$ cat src/rtl/lcd_ft_pkg.sv
package lcd_ft_pkg;

  typedef enum logic [1:0] {
    DRV_STATIC = 2'd0,
    DRV_MUX2   = 2'd1,
    DRV_MUX3   = 2'd2,
    DRV_MUX4   = 2'd3
  } drive_e;

  typedef struct packed {
    logic   save;
    drive_e drive;
  } ft_cfg_t;

  // Ticks in one phase: the last phase absorbs the division remainder.
  function automatic int unsigned seg_len(int unsigned ratio, int unsigned nph, bit is_last);
    int unsigned q;
    q = ratio / nph;
    return is_last ? (ratio - (nph - 1) * q) : q;
  endfunction

endpackage

$ cat src/rtl/lcd_ft_len.sv
module lcd_ft_len
  import lcd_ft_pkg::*;
#(
  parameter int unsigned RATIO_NORMAL = 2880,
  parameter int unsigned RATIO_SAVE   = 480,
  parameter int unsigned CW           = 12
) (
  input  ft_cfg_t         cfg,
  input  logic [1:0]      phase,
  output logic [CW-1:0]   len
);

  localparam int unsigned NCFG = 8;

  logic [CW-1:0] base_tab [NCFG];
  logic [CW-1:0] tail_tab [NCFG];
  logic [2:0]    idx;

  generate
    for (genvar g = 0; g < NCFG; g++) begin : g_tab
      localparam int unsigned R = (g >= 4) ? RATIO_SAVE : RATIO_NORMAL;
      localparam int unsigned N = (g % 4) + 1;
      assign base_tab[g] = CW'(seg_len(R, N, 1'b0));
      assign tail_tab[g] = CW'(seg_len(R, N, 1'b1));
    end
  endgenerate

  assign idx = cfg;
  // Drive code equals the index of the final phase.
  assign len = (phase == cfg.drive) ? tail_tab[idx] : base_tab[idx];

endmodule

$ cat src/rtl/lcd_ft_seq.sv
module lcd_ft_seq
  import lcd_ft_pkg::*;
#(
  parameter int unsigned RATIO_NORMAL = 2880,
  parameter int unsigned RATIO_SAVE   = 480,
  parameter int unsigned CW           = 12
) (
  input  logic       clk,
  input  logic       rst,
  input  logic       tick,
  input  logic       resync,
  input  ft_cfg_t    cfg_in,
  output logic [1:0] phase_nx,
  output logic       moved,
  output logic       nx_start,
  output logic       nx_last
);

  logic [1:0]    phase_q;
  logic [CW-1:0] cnt_q, cnt_nx;
  ft_cfg_t       cfg_q, cfg_nx;
  logic [CW-1:0] len_cur, len_rs, len_nx;

  lcd_ft_len #(.RATIO_NORMAL(RATIO_NORMAL), .RATIO_SAVE(RATIO_SAVE), .CW(CW)) u_len_cur (
    .cfg(cfg_q), .phase(phase_q), .len(len_cur));

  lcd_ft_len #(.RATIO_NORMAL(RATIO_NORMAL), .RATIO_SAVE(RATIO_SAVE), .CW(CW)) u_len_rs (
    .cfg(cfg_in), .phase(2'd0), .len(len_rs));

  lcd_ft_len #(.RATIO_NORMAL(RATIO_NORMAL), .RATIO_SAVE(RATIO_SAVE), .CW(CW)) u_len_nx (
    .cfg(cfg_nx), .phase(phase_nx), .len(len_nx));

  always_comb begin
    phase_nx = phase_q;
    cnt_nx   = cnt_q;
    cfg_nx   = cfg_q;
    if (resync) begin
      cfg_nx   = cfg_in;
      phase_nx = 2'd0;
      cnt_nx   = '0;
      if (tick) begin
        if (len_rs == CW'(1)) begin
          phase_nx = (cfg_in.drive == DRV_STATIC) ? 2'd0 : 2'd1;
        end else begin
          cnt_nx = CW'(1);
        end
      end
    end else if (tick) begin
      if (cnt_q == len_cur - CW'(1)) begin
        cnt_nx = '0;
        if (phase_q == cfg_q.drive) begin
          phase_nx = 2'd0;
          cfg_nx   = cfg_in;
        end else begin
          phase_nx = phase_q + 2'd1;
        end
      end else begin
        cnt_nx = cnt_q + CW'(1);
      end
    end
  end

  always_comb begin
    moved    = (phase_nx != phase_q) || (cnt_nx != cnt_q);
    nx_start = (phase_nx == 2'd0) && (cnt_nx == '0);
    nx_last  = (cnt_nx == len_nx - CW'(1));
  end

  always_ff @(posedge clk) begin
    if (rst) begin
      phase_q <= 2'd0;
      cnt_q   <= '0;
      cfg_q   <= cfg_in;
    end else begin
      phase_q <= phase_nx;
      cnt_q   <= cnt_nx;
      cfg_q   <= cfg_nx;
    end
  end

endmodule

$ cat src/rtl/lcd_ft_strobe.sv
module lcd_ft_strobe (
  input  logic       clk,
  input  logic       rst,
  input  logic       is_master,
  input  logic       moved,
  input  logic       nx_start,
  input  logic       nx_last,
  input  logic [1:0] phase_nx,
  output logic [1:0] phase_idx,
  output logic       frame_start,
  output logic       col_load,
  output logic       sync_out_n
);

  always_ff @(posedge clk) begin
    if (rst) begin
      phase_idx   <= 2'd0;
      frame_start <= 1'b0;
      col_load    <= 1'b0;
      sync_out_n  <= 1'b1;
    end else begin
      phase_idx   <= phase_nx;
      frame_start <= moved && nx_start;
      col_load    <= moved && nx_last;
      sync_out_n  <= !(is_master && moved && nx_start);
    end
  end

endmodule

$ cat src/rtl/lcd_frame_timer.sv
module lcd_frame_timer
  import lcd_ft_pkg::*;
#(
  parameter int unsigned RATIO_NORMAL = 2880,
  parameter int unsigned RATIO_SAVE   = 480
) (
  input  logic       clk,
  input  logic       rst,
  input  logic       tick_en,
  input  logic       save_mode,
  input  logic [1:0] drive_mode,
  input  logic       is_master,
  input  logic       sync_in,
  output logic [1:0] phase_idx,
  output logic       frame_start,
  output logic       col_load,
  output logic       sync_out_n
);

  localparam int unsigned RMAX = (RATIO_NORMAL > RATIO_SAVE) ? RATIO_NORMAL : RATIO_SAVE;
  localparam int unsigned CW   = $clog2(RMAX + 1);

  ft_cfg_t    cfg_in;
  logic       resync;
  logic [1:0] phase_nx;
  logic       moved, nx_start, nx_last;

  assign cfg_in = '{save: save_mode, drive: drive_e'(drive_mode)};
  assign resync = !is_master && !sync_in;

  lcd_ft_seq #(.RATIO_NORMAL(RATIO_NORMAL), .RATIO_SAVE(RATIO_SAVE), .CW(CW)) u_seq (
    .clk(clk), .rst(rst), .tick(tick_en), .resync(resync), .cfg_in(cfg_in),
    .phase_nx(phase_nx), .moved(moved), .nx_start(nx_start), .nx_last(nx_last));

  lcd_ft_strobe u_strobe (
    .clk(clk), .rst(rst), .is_master(is_master), .moved(moved), .nx_start(nx_start),
    .nx_last(nx_last), .phase_nx(phase_nx), .phase_idx(phase_idx),
    .frame_start(frame_start), .col_load(col_load), .sync_out_n(sync_out_n));

endmodule

$ cat config.mk
export PLATFORM = sky130hd
export DESIGN_NAME = lcd_frame_timer
export DESIGN_NICKNAME = d
export VERILOG_FILES = /design/src/rtl/lcd_ft_pkg.sv /design/src/rtl/lcd_ft_len.sv /design/src/rtl/lcd_ft_seq.sv /design/src/rtl/lcd_ft_strobe.sv /design/src/rtl/lcd_frame_timer.sv
export SDC_FILE = /design/constraint.sdc
export NUM_CORES = 1
export LEC_CHECK = 0
export BUFFER_PORTS_ARGS = -buffer_cell sky130_fd_sc_hd__buf_2
export CORE_AREA = 2 2 65 61
export DETAILED_ROUTE_END_ITERATION = 16
export DIE_AREA = 0 0 67 63
export PLACE_DENSITY = 0.77
export SETUP_SLACK_MARGIN = 0.05
export SLEW_MARGIN = 20
export SYNTH_ARGS = -nofsm -noshare
export SYNTH_HDL_FRONTEND = slang
export SYNTH_SLANG_ARGS = --single-unit
$ cat constraint.sdc
create_clock -name clk -period 3.4 [get_ports clk]
set_input_delay 0.51 -clock clk [delete_from_list [all_inputs] [get_ports clk]]
set_output_delay 0.51 -clock clk [all_outputs]
set_load 0.05 [all_outputs]
[Yosys cells after proc, flatten, opt, wreduce, memory -nomap -nowiden]
Memories as Yosys holds them, arrays and structs flattened.
Index checks and enable logic that the tools add are counted.
Word-level totals
  bits of input ports: 8
  output and inout port bits: 5
  memory bits (read-only): 288
  memories: 3
  bits in registers: 20
Cells by class
  bitwise logic cells: 3
  equality and inequality tests: 6
  reductions and logical operators: 13
  multiplexer cells: 23
  magnitude comparators: 3
  add/subtract/negate cells: 4
Memory list
  (name not given): depth 8, width 12, rd ports 1, clocked after Yosys merged registers in 0, wr ports 0, RTL line lcd_ft_len.sv:30  | assign len = (phase == cfg.drive) ? tail_tab[idx] : base_tab[idx];
  (name not given): depth 8, width 12, rd ports 1, clocked after Yosys merged registers in 0, wr ports 0, RTL line lcd_ft_len.sv:30
  (name not given): depth 8, width 12, rd ports 1, clocked after Yosys merged registers in 0, wr ports 0, RTL line lcd_ft_len.sv:30
Operators by type and width (count)
  12-bit 2-to-1 mux: 10
  12-bit equality test: 2
  12-bit by 1-bit subtractor with 12-bit output (second input constant): 2
  3-bit 2-to-1 mux: 5
  12-bit by 1-bit adder with 12-bit output (second input constant): 1
  12-bit by 1-bit equality test with 1-bit output (second input constant): 1
  4-bit greater-or-equal comparator (second input constant): 3
  12-bit logical NOT: 1
  2-bit 2-to-1 mux: 6
  12-bit inequality test: 1
  3-bit inverter with 4-bit output: 3
  1-bit logical AND: 6
  2-bit logical NOT: 2
  1-bit logical NOT: 3
  2-bit by 1-bit adder with 2-bit output (second input constant): 1
  2-bit equality test: 1
  1-bit 2-to-1 mux: 2
  2-bit inequality test: 1
  1-bit logical OR: 1

[Depth between registers and ports, before layout]
Gate-level depths: netlist of the first run.
  depth after elaboration: 16
  depth in mapped cells: 20
  gate-level depth less buffers: 16

[By module]
A second synthesis of the first run with hierarchy kept.
Second synthesis, totals
  cell total of the unflattened synthesis: 328
  area, all modules: 2496.1 µm²
By module, submodules not included
  lcd_ft_seq: sequential area each 340.3 µm², cells an instance 266, times used 1, area each 1980.6 µm²
  lcd_ft_len at u_seq.u_len_cur ...: sequential area each 0.0 µm², cells an instance 17, times used 2, area each 125.1 µm²
  lcd_ft_strobe: sequential area each 100.1 µm², cells an instance 10, times used 1, area each 146.4 µm²
  lcd_ft_len at u_seq.u_len_rs: sequential area each 0.0 µm², cells an instance 17, times used 1, area each 115.1 µm²
  lcd_frame_timer: sequential area each 0.0 µm², cells an instance 1, times used 1, area each 3.8 µm²

[Worst setup path before layout of the first run]
OpenSTA, ideal clock, no wires.
  path kind: register to register
  start: reg u_seq.cfg_q[0] (netlist name)
  end: reg u_strobe.col_load
  library setup time: 0.116 ns
  data arrival time: 3.343 ns
  required time: 3.284 ns
  period minus slack after synthesis: 3.460 ns
  path slack: -0.060 ns
  stages on the path, launching flop included: 20
  cell sequence: dfxtp_1 buf_2 o21ai_1 ha_1 xor2_1 nor4b_1 o21bai_1 o221a_2 buf_6 a31o_4 buf_8 buf_4 mux2i_1 nand2_1 ha_1 xnor2_1 nand3b_1 a21oi_1 a211o_1 and4_1
On the way
  cells in the longest elaborated chain, start to end: 16
Ends and longest elaborated chain
  from (decl): RTL line lcd_ft_seq.sv:21  | ft_cfg_t cfg_q, cfg_nx;
  from (signal assigned): RTL line lcd_ft_seq.sv:73  | cfg_q <= cfg_in;
  from (signal assigned): RTL line lcd_ft_seq.sv:77  | cfg_q <= cfg_nx;
  3-bit inverter with 4-bit output (implied by the code): RTL line lcd_ft_len.sv:30
  memory 8 x 12 bit
  12-bit 2-to-1 mux (implied by the code) (2 in series): RTL line lcd_ft_len.sv:30
  12-bit by 1-bit subtractor with 12-bit output: RTL line lcd_ft_seq.sv:49  | if (cnt_q == len_cur - CW'(1)) begin
  12-bit equality test: RTL line lcd_ft_seq.sv:49
  3-bit 2-to-1 mux: RTL line lcd_ft_seq.sv:49
  3-bit 2-to-1 mux: RTL line lcd_ft_seq.sv:48  | end else if (tick) begin
  3-bit 2-to-1 mux: RTL line lcd_ft_seq.sv:37  | if (resync) begin
  3-bit inverter with 4-bit output (implied by the code): RTL line lcd_ft_len.sv:30
  memory 8 x 12 bit
  12-bit 2-to-1 mux (implied by the code) (2 in series): RTL line lcd_ft_len.sv:30
  12-bit by 1-bit subtractor with 12-bit output: RTL line lcd_ft_seq.sv:66  | nx_last = (cnt_nx == len_nx - CW'(1));
  12-bit equality test: RTL line lcd_ft_seq.sv:66
  1-bit logical AND *: RTL line lcd_ft_strobe.sv:24  | col_load <= moved && nx_last;
  to (signal assigned): RTL line lcd_ft_strobe.sv:24
  to (decl): RTL line lcd_ft_strobe.sv:11  | output logic col_load,
Every way passes the cells marked *; elsewhere a longest branch is shown, timed or not. The select of a mux whose other input is x is not followed.
A chain may end at the register's enable or synchronous reset.

[Worst setup path in the final report of the first run]
  start: reg u_seq.cfg_q[2] (netlist name)
  end: reg u_strobe.col_load
The elaborated chain is that of the path after synthesis.

==> flow_summary.ini, run 1 <==
[critical_path]
reg2regPathDepth = 14
r2r-start = u_seq.cfg_q[2]
rrSetupSlack_ps = 150
crit_top_cell = ha_4
worst_setup_path_end_kind = flip-flop
critPathRequiredTime_ps = 3610
crit_type = reg -> reg
start_kind = flip-flop
critPathMaxFanout = 6
crit_arrival_ps = 3460
crit_slowest_cell = dfxtp_4
r2r_end = u_strobe.col_load
cp_cell_sequence = nand3_4, ha_4, xor2_2, nor4b_2, o21bai_1, o221a_2, a31o_4, mux2_4, nand2_4, ha_4, xnor2_2, nand4_1, a2111oi_2, and4_1
max_stage_delay_ps = 410

[timing]
fin_crit_sh_pct = 95.6
drv_slew = 0
grt_setup_unrepaired = true
hold_violations = 0
min_period_ps = 3250
fin_tns_setup_ps = 0
slew-limit-headroom_pct = 69.0
setup_violations = 0
skew_ps = 7.67
fin_ws_ps = 149
max_freq_mhz = 308
worst_slew_pin_slew_ps = 462

[final_layout]
postLayoutCellArea_um2 = 2200
layout_common_cells = nor2_1 (26), nand2_1 (21), buf_4 (21)
multi_input_comb_area_um2 = 1440
nNetsFinal = 281
insertedDiodeCount = 0
drive_above_1_share_pct = 25.7
area_growth_pct = 18.7
fillers = 304
seqCellArea_um2 = 412
final_common_cell = nor2_1

[min_path]
hold_start = is_master
whs_path_depth = 2
holdPathEnd = u_strobe.sync_out_n
worst_hold_path_type = in -> reg

[placed_design]
dp_hpwl_um = 3510
gp_congestion = 0.972
io_buffers = 12
placed_cell_area_um2 = 1940
dp_slack_ps = 94.7

[clock_network]
root_buffer = clkbuf_8
ctsLongestPathBuffers = 2
clock-sinks = 20
cts_tree = yes
cts_max_level = 1
cts.clk_slew.worst_paths_ps = 80
numCtsBuffers = 3
insertion_delay_ps = 260

[logic_synthesis]
syn_avg_cell_area_um2 = 7.29
synth_edf_count = 0
synthCells = 254
async_flop_share_pct = 0
synthTopCellsByArea = dfxtp_1 (22%), xnor2_1 (5.7%), nor2_1 (5.3%), a21oi_1 (4.9%), nand2_1 (4.7%)
ys.warnings.count = 0
seq_area_frac_synth_pct = 21.6
synth_top_area_cell = dfxtp_1
ys_seq_elements = 20
syn_area_um2 = 1850
syn_nets = 265
synth.distinct_cells = 56
synth_top_area_share_pct = 21.6
synth_top_flop_cell = dfxtp_1

[floorplanning]
die_w_um = 67
die-area_um2 = 4220
die_y_um = 63
core_um2 = 3570
num_rows = 21
top_level_ports = 13
start_util_pct = 51.8

[power_and_ir_drop]
ir_drop_v = 0.000269
power.density_nw_per_um2 = 317
p_comb_share_pct = 36.5
p_clk_share_pct = 26.9
seqPwrFrac_pct = 36.5
switching_share_pct = 33.6
power.switching_uw = 234
power_leakage_nw = 0.828
internal_power_uw = 462

[global_routing]
grt_usage_pct = 23.3
grt_overflow = 0
grt_pass1_wl_um = 7660
grt_pass1_vias = 1585
grt_antenna_before_repair = 0
grt_max_degree = 20

[detailed_routing]
viasPerCell = 6.29
drt_iter0_markers = 259
drtPass1Iterations = 5
detail_route.wl_per_cell_um = 16.6
ant_nets = 0
remaining_drc_errors = 0
wl_um = 5220
routed-via-count = 1982

[flow_run]
maxCapViolCount = 0

[run_status]
outcome = finished, final reports clean
==> state kept, by name, indices dropped and copies added, names as in the netlist <==
register,count
u_seq.cnt_q,12
u_seq.cfg_q,3
u_seq.phase_q,2
u_strobe.col_load,1
u_strobe.frame_start,1
u_strobe.sync_out_n,1
==> what timing repair did <==
action / in CTS / in global routing
buffers inserted: 0 / 10
endpoints found under the hold margin: 0 / 0
gates resized for setup: 0 / 24
hold buffers: 0 / 0
endpoints found under the setup margin: 0 / 3
==> how the worst max path moves through the flow <==
stage / start / end / slack (ps) / cells after the start
after floorplan: u_seq.cfg_q[2] / u_strobe.col_load / 50 / 18
after global placement: u_seq.cfg_q[2] / u_strobe.col_load / 180 / 14
after detailed placement: u_seq.cfg_q[1] / u_strobe.col_load / 90 / 15
after CTS: u_seq.cfg_q[2] / u_strobe.col_load / 90 / 14
after global routing: u_seq.cfg_q[0] / u_strobe.col_load / -10 / 12
final: u_seq.cfg_q[2] / u_strobe.col_load / 150 / 14
==> kinds of logic (layout without fill, tap and decap cells) <==
family | count (synthesis) | in the layout | share of synthesized area [%]
muxes | 14 | 14 | 8.32
and+or+nand+nor | 108 | 108 | 29.5
buffers and inverters | 28 | 42 | 7.98
adders and majority gates | 3 | 3 | 2.03
AOI/OAI and AO/OA | 61 | 62 | 21.0
DFF | 20 | 20 | 21.6
xor gates and xnor gates | 20 | 20 | 9.47
==> critical path, delay by kind of cell (launching register included) <==
kind                       cells  cell delay, ps
AOI/OAI and AO/OA              4             960
xor gates and xnor gates       2             290
adders and majority gates      2             380
DFF                            1             410
muxes                          1             370
and+or+nand+nor                5             790
==> power groups by stage <==
stage / Clock, mW / Sequential [mW] / Combinational [mW]
2_1_floorplan: 0 / 0.258 / 0.158
3_3_place_gp: 0 / 0.256 / 0.196
3_5_place_dp: 0 / 0.256 / 0.197
4_1_cts: 0.192 / 0.251 / 0.198
5_1_grt: 0.203 / 0.256 / 0.273
6_report: 0.188 / 0.254 / 0.254
==> synthesized netlist by cell type, drive strengths merged (2+ instances only) <==
master	number
a211oi	2
a21boi	2
a21oi	18
a31oi	4
and3	2
and4	3
buf	16
clkbuf	8
dfxtp	20
ha	3
inv	4
mux2	5
mux2i	9
nand2	23
nand2b	3
nand3	13
nand3b	2
nand4	4
nor2	26
nor2b	2
nor3	15
nor3b	2
nor4	3
nor4b	2
o21ai	19
o22ai	2
or3	3
or4	2
xnor2	12
xor2	8
==> layout make-up <==
class / count / share of cell area, %
tap: 46 / 2.62
multi-input combinational: 207 / 65.3
timing repair buffer: 34 / 10.1
sequential: 20 / 18.7
clock buffer: 4 / 2.51
inverter: 4 / 0.683
==> metal layers <==
metal	GRT usage [%]	part of all wire [%]	routed length [um]
met1	34.4	45	2320
met2	34.2	46	2390
met3	4.86	7.4	386
met4	5.36	2.3	121
met5	0	0	0
==> stage by stage <==
stage / total power, mW / hold slack, ps / instances / util, %
finish: 0.696 / 415 / 315 / 61.5
floorplan: 0.416 / 572 / 254 / -
detailed placement: 0.453 / 653 / 300 / 54.3
global placement: 0.452 / 660 / 300 / 54.3
CTS: 0.641 / 416 / 304 / 55.8
global route: 0.732 / 439 / 315 / 61.5
No activity file was read; power rests on OpenSTA's default activity.
==> run 2: changes to the inputs <==
--- a/config.mk
+++ b/config.mk
@@ -6,9 +6,9 @@
 export NUM_CORES = 1
 export LEC_CHECK = 0
 export BUFFER_PORTS_ARGS = -buffer_cell sky130_fd_sc_hd__buf_2
-export CORE_AREA = 2 2 65 61
+export CORE_AREA = 2 2 51 77
 export DETAILED_ROUTE_END_ITERATION = 16
-export DIE_AREA = 0 0 67 63
+export DIE_AREA = 0 0 53 79
 export PLACE_DENSITY = 0.77
 export SETUP_SLACK_MARGIN = 0.05
 export SLEW_MARGIN = 20
==> flow_summary.ini, run 2 (same netlist as run 1, synthesis figures left out) <==
[run_status]
outcome = finished, final reports clean

[floorplanning]
core_um2 = 3550
start_util_pct = 52.2
top_level_ports = 13
num_rows = 27
die_y_um = 79
die_w_um = 53
die-area_um2 = 4190

[timing]
grt_setup_unrepaired = true
hold_violations = 0
fin_tns_setup_ps = 0
fin_crit_sh_pct = 93.2
max_freq_mhz = 316
skew_ps = 5.40
drv_slew = 0
setup_violations = 0
worst_slew_pin_slew_ps = 597
hold_slack_ps = 429
slew-limit-headroom_pct = 59.7
min_period_ps = 3170

[clock_network]
cts_max_level = 1
clock-sinks = 20
numCtsBuffers = 3
root_buffer = clkbuf_8
insertion_delay_ps = 260
cts_tree = yes
cts.clk_slew.worst_paths_ps = 80
cts-hold-fix-buffers = 0
ctsLongestPathBuffers = 2

[power_and_ir_drop]
power.density_nw_per_um2 = 310
power_leakage_nw = 0.736
ir_drop_v = 0.000194
power_uw = 615

[final_layout]
final_common_cell = nor2_1
reg_top3 = u_seq.cnt_q x12, u_seq.cfg_q x3, u_seq.phase_q x2
drive_above_1_share_pct = 17.2
largest_register_ffs = 12
layout_common_cells = nor2_1 (26), nand2_1 (23), a21oi_1 (18)
area_growth_pct = 7.23
insertedDiodeCount = 0
largest_register = u_seq.cnt_q
utilization_pct = 55.9
instances_no_fill = 299
nNetsFinal = 269

[min_path]
worst_hold_path_type = in -> reg
holdPathEnd = u_strobe.sync_out_n
hold_start = is_master
whs_path_depth = 2

[global_routing]
grt_antenna_before_repair = 0
grt_pass1_vias = 1717
grt_pass1_wl_um = 7830
grt_max_degree = 20
grt_overflow = 0
grt_usage_pct = 24.9

[flow_run]
maxCapViolCount = 0

[critical_path]
reg2regPathDepth = 13
crit_arrival_ps = 3380
worst_setup_path_end_kind = flip-flop
crit_type = reg -> reg
critPathMaxFanout = 8
critPathRequiredTime_ps = 3610
r2r-start = u_seq.cfg_q[2]
rrSetupSlack_ps = 230
r2r_end = u_strobe.col_load
start_kind = flip-flop

[detailed_routing]
drtPass1Iterations = 4
detail_route.wl_per_cell_um = 16.5
drt_iter0_markers = 88
wl_um = 4940
viasPerCell = 6.41
ant_nets = 0
remaining_drc_errors = 0
routed-via-count = 1917

[placed_design]
dp.cells = 294
io_buffers = 12
dp_hpwl_um = 3850
gp_congestion = 1.02
==> run 2: cell type report <==
cell class	instances	area [um2]
multi-input combinational	206	1330
clock buffer	3	41.3
inverter	4	15.0
sequential	20	407
tap	43	53.8
timing repair buffer	23	140
fill	344	1560
==> run 2: report_power, final <==
group | internal (mW) | total (mW) | switching (mW)
Clock | 0.0792 | 0.163 | 0.0839
Sequential | 0.242 | 0.254 | 0.0117
Combinational | 0.0846 | 0.198 | 0.114
==> run 2: repair_timing <==
| action | 4_1_cts | 5_1_grt |
|---|---|---|
| setup endpoints to repair | 0 | 3 |
| setup buffers | 0 | 2 |
| resized for setup | 0 | 5 |
| endpoints found under the hold margin | 0 | 0 |
==> run 2: through the flow <==
step           area (um2)  setup WS, ps
2_1_floorplan        1870          50.0
3_3_place_gp         1910           231
3_5_place_dp         1910           159
4_1_cts              1950           134
5_1_grt              1980          16.7
6_report             1980           232
==> run 2: how the worst max path moves through the flow <==
stage | startpoint | endpoint | slack (ps) | cells past startpoint
2_1_floorplan | u_seq.cfg_q[2] | u_strobe.col_load | 50 | 18
3_3_place_gp | u_seq.cfg_q[1] | u_strobe.col_load | 230 | 14
3_5_place_dp | u_seq.cfg_q[1] | u_strobe.col_load | 160 | 16
4_1_cts | u_seq.cfg_q[1] | u_strobe.col_load | 130 | 13
5_1_grt | u_seq.cfg_q[2] | u_strobe.col_load | 20 | 14
6_report | u_seq.cfg_q[2] | u_strobe.col_load | 230 | 13
==> run 2: per-layer routing <==
metal | up-vias | GRT usage [%] | wire length (um)
li1 | 923 | - | -
met1 | 899 | 26.5 | 1890
met2 | 67 | 45.0 | 2520
met3 | 28 | 2.82 | 227
met4 | 0 | 14.6 | 306
met5 | - | 0 | 0
==> run 2: critical path: stages, from the launching register on <==
cell	delay, ps
dfxtp_4	380
buf_4	160
or3_1	380
nand2_1	100
xor2_1	170
and4_1	260
a31o_4	220
mux2_4	360
nand2_1	80
ha_1	240
xnor2_1	150
nand4_1	110
a2111oi_2	280
and4_1	220
==> run 3: changes to the inputs <==
--- a/config.mk
+++ b/config.mk
@@ -5,10 +5,11 @@
 export SDC_FILE = /design/constraint.sdc
 export NUM_CORES = 1
 export LEC_CHECK = 0
+export ABC_AREA = 1
 export BUFFER_PORTS_ARGS = -buffer_cell sky130_fd_sc_hd__buf_2
-export CORE_AREA = 2 2 51 77
+export CORE_AREA = 2 2 54 81
 export DETAILED_ROUTE_END_ITERATION = 16
-export DIE_AREA = 0 0 53 79
+export DIE_AREA = 0 0 56 83
 export PLACE_DENSITY = 0.77
 export SETUP_SLACK_MARGIN = 0.05
 export SLEW_MARGIN = 20
==> flow_summary.ini, run 3 <==
[floorplanning]
die-area_um2 = 4650
die_w_um = 56
start_util_pct = 53.7
num_rows = 28
core_um2 = 3920
top_level_ports = 13
die_y_um = 83

[logic_synthesis]
synth_edf_count = 0
syn_avg_cell_area_um2 = 6.05
synthCells = 348
synth_top_area_share_pct = 19.0
ys_seq_elements = 20
syn_area_um2 = 2110
async_flop_share_pct = 0
syn_nets = 359
yosysMostFrequentCell = nand2_1
netlist_top_cells_count = nand2_1 (97), nand3_1 (52), nor2_1 (42), inv_1 (35), dfxtp_1 (20)
synthTopCellsByArea = dfxtp_1 (19%), nand2_1 (17%), nand3_1 (12%), nor2_1 (7.5%), inv_1 (6.2%)
synth_top_area_cell = dfxtp_1
ys.warnings.count = 0
seq_area_frac_synth_pct = 19.0
synth.distinct_cells = 39
synth_top_flop_cell = dfxtp_1

[timing]
hold_violations = 0
setup_violations = 0
min_period_ps = 2980
fin_tns_setup_ps = 0
skew_ps = 5.42
slew-limit-headroom_pct = 65.5
fin_crit_sh_pct = 87.8
grt_setup_unrepaired = false
fin_ws_ps = 415
hold_slack_ps = 453
max_freq_mhz = 335
drv_slew = 0
worst_slew_pin_slew_ps = 513

[placed_design]
dp_hpwl_um = 4630
gp_congestion = 0.972
io_buffers = 12
dp_slack_ps = 334

[global_routing]
grt_pass1_wl_um = 9540
grt_max_degree = 23
grt_usage_pct = 25.4
grt_overflow = 0
grt_pass1_vias = 2126
grt_antenna_before_repair = 0

[flow_run]
maxCapViolCount = 0

[min_path]
hold_start = is_master
holdPathEnd = u_strobe.sync_out_n
whs_path_depth = 2
worst_hold_path_type = in -> reg

[final_layout]
insertedDiodeCount = 0
utilization_pct = 57.2
largest_register = u_seq.cnt_q
final_common_cell = nand2_1
reg_top3 = u_seq.cnt_q x12, u_seq.cfg_q x3, u_seq.phase_q x2
drive_above_1_share_pct = 16.2
layout_common_cells = nand2_1 (96), nand3_1 (52), nor2_1 (42)
area_growth_pct = 6.65
nNetsFinal = 369
largest_register_ffs = 12

[detailed_routing]
ant_nets = 0
remaining_drc_errors = 0
viasPerCell = 5.57
drt_iter0_markers = 87
wl_met2_um = 2800
topRoutingLayerUsed = met4
routed-via-count = 2240
detail_route.wl_per_cell_um = 13.8
met1Wirelength_um = 2220
routed-wl-met3_um = 161
drtPass1Iterations = 4
wl_um = 5560

[critical_path]
worst_setup_path_end_kind = flip-flop
cp_cell_sequence = nand3_2, ha_1, inv_1, nand2_1, nand2_1, nor2_2, nand3_1, nor2_1, nand4_2, nand2_2, nand3_1, nand2_2, nand3_2, ha_1, xor2_1, inv_1, nand3_1, nor2_1, nand3_1, nor2_1
crit_top_cell = nand3_1
critPathRequiredTime_ps = 3610
start_kind = flip-flop
crit_arrival_ps = 3190
crit_slowest_cell = dfxtp_1
crit_type = reg -> reg
rrSetupSlack_ps = 420
r2r_end = u_strobe.col_load
reg2regPathDepth = 20
cp_top_family = simple AND/OR/NAND/NOR gates
max_stage_delay_ps = 380
critPathMaxFanout = 7
r2r-start = u_seq.cfg_q[2]
critPathBufInv = 2

[run_status]
outcome = finished, final reports clean

[power_and_ir_drop]
power.density_nw_per_um2 = 319
power_leakage_nw = 1.14
ir_drop_v = 0.000259

[clock_network]
cts_tree = yes
ctsLongestPathBuffers = 2
cts.clk_slew.worst_paths_ps = 80
cts-hold-fix-buffers = 0
root_buffer = clkbuf_8
cts_max_level = 1
numCtsBuffers = 3
insertion_delay_ps = 260
clock-sinks = 20
==> run 3: cell count changes in the layout (fill, tap and decap cells not counted), moves of 5 or more <==
cell,before,now
nand3_2,0,6
inv_1,4,35
nand2_2,0,9
nor2_1,26,42
buf_4,10,5
a21oi_1,18,5
mux2i_1,7,0
inv_2,0,5
nand2_4,0,5
o21ai_0,16,10
nand3_1,13,52
nor3_1,14,5
xnor2_1,11,2
nand2_1,23,96
==> run 3: where the power goes <==
group / total (mW) / leakage (nW) / internal, mW / switching [mW]
registers: 0.247 / 0.163 / 0.241 / 0.00521
clock network: 0.239 / 0.0357 / 0.157 / 0.0813
logic: 0.230 / 0.939 / 0.0782 / 0.152
total: 0.715 / 1.14 / 0.477 / 0.239
==> run 3: worst reg2reg max path, cell delays in order (launching register included) <==
cell and delay [ps]:
dfxtp_1 380, nand3_2 150, ha_1 330, inv_1 40, nand2_1 80, nand2_1 60, nor2_2 90, nand3_1 80
nor2_1 110, nand4_2 150, nand2_2 170, nand3_1 100, nand2_2 160, nand3_2 130, ha_1 330, xor2_1 160
inv_1 60, nand3_1 70, nor2_1 120, nand3_1 80, nor2_1 80
==> run 3: cell type report <==
type	count	area, um2
fill	396	1680
multi-input combinational	274	1460
sequential	20	400
inverter	42	160
timing repair buffer	17	97.6
tap	45	56.3
clock buffer	3	41.3
clock inverter	1	30.0
==> run 3: how the worst max path moves through the flow <==
stage,startpoint,to,slack (ps),depth (start not counted)
6_report,u_seq.cfg_q[2],u_strobe.col_load,420,20
5_1_grt,u_seq.cfg_q[2],u_strobe.col_load,90,20
4_1_cts,u_seq.cfg_q[2],u_strobe.col_load,330,20
3_5_place_dp,u_seq.cfg_q[2],u_strobe.col_load,330,20
3_3_place_gp,u_seq.cfg_q[2],u_strobe.col_load,450,20
2_1_floorplan,u_seq.cfg_q[1],u_strobe.col_load,600,22
==> run 3: what timing repair did <==
action | CTS | global route
endpoints found under the setup margin | 0 | 1
gates resized for setup | 0 | 1
setup buffers | 0 | 0
==> run 3: per-stage QoR <==
| step | total power [mW] | std cells | instance area (um2) |
|---|---|---|---|
| 2_1_floorplan | 0.441 | 348 | 2110 |
| 3_3_place_gp | 0.477 | 398 | 2170 |
| 3_5_place_dp | 0.482 | 398 | 2170 |
| 4_1_cts | 0.716 | 402 | 2240 |
| 5_1_grt | 0.751 | 402 | 2250 |
| 6_report | 0.715 | 402 | 2250 |
==> run 3: metal layers <==
metal	global-route usage [%]	up-vias
li1	-	1134
met1	28.2	1016
met2	43.6	61
met3	1.56	29
met4	19.7	0
met5	0	-
==> run 3: cell families (layout without fill, tap and decap cells) <==
kind of cell    after synthesis  after routing  synth area share [%]
compound gates               19             19                  5.17
xor+xnor                     13             13                  5.76
fa+ha+maj                     3              3                  1.78
buf+inv                      54             63                  11.8
flops                        20             20                  19.0
simple gates                239            239                  56.5
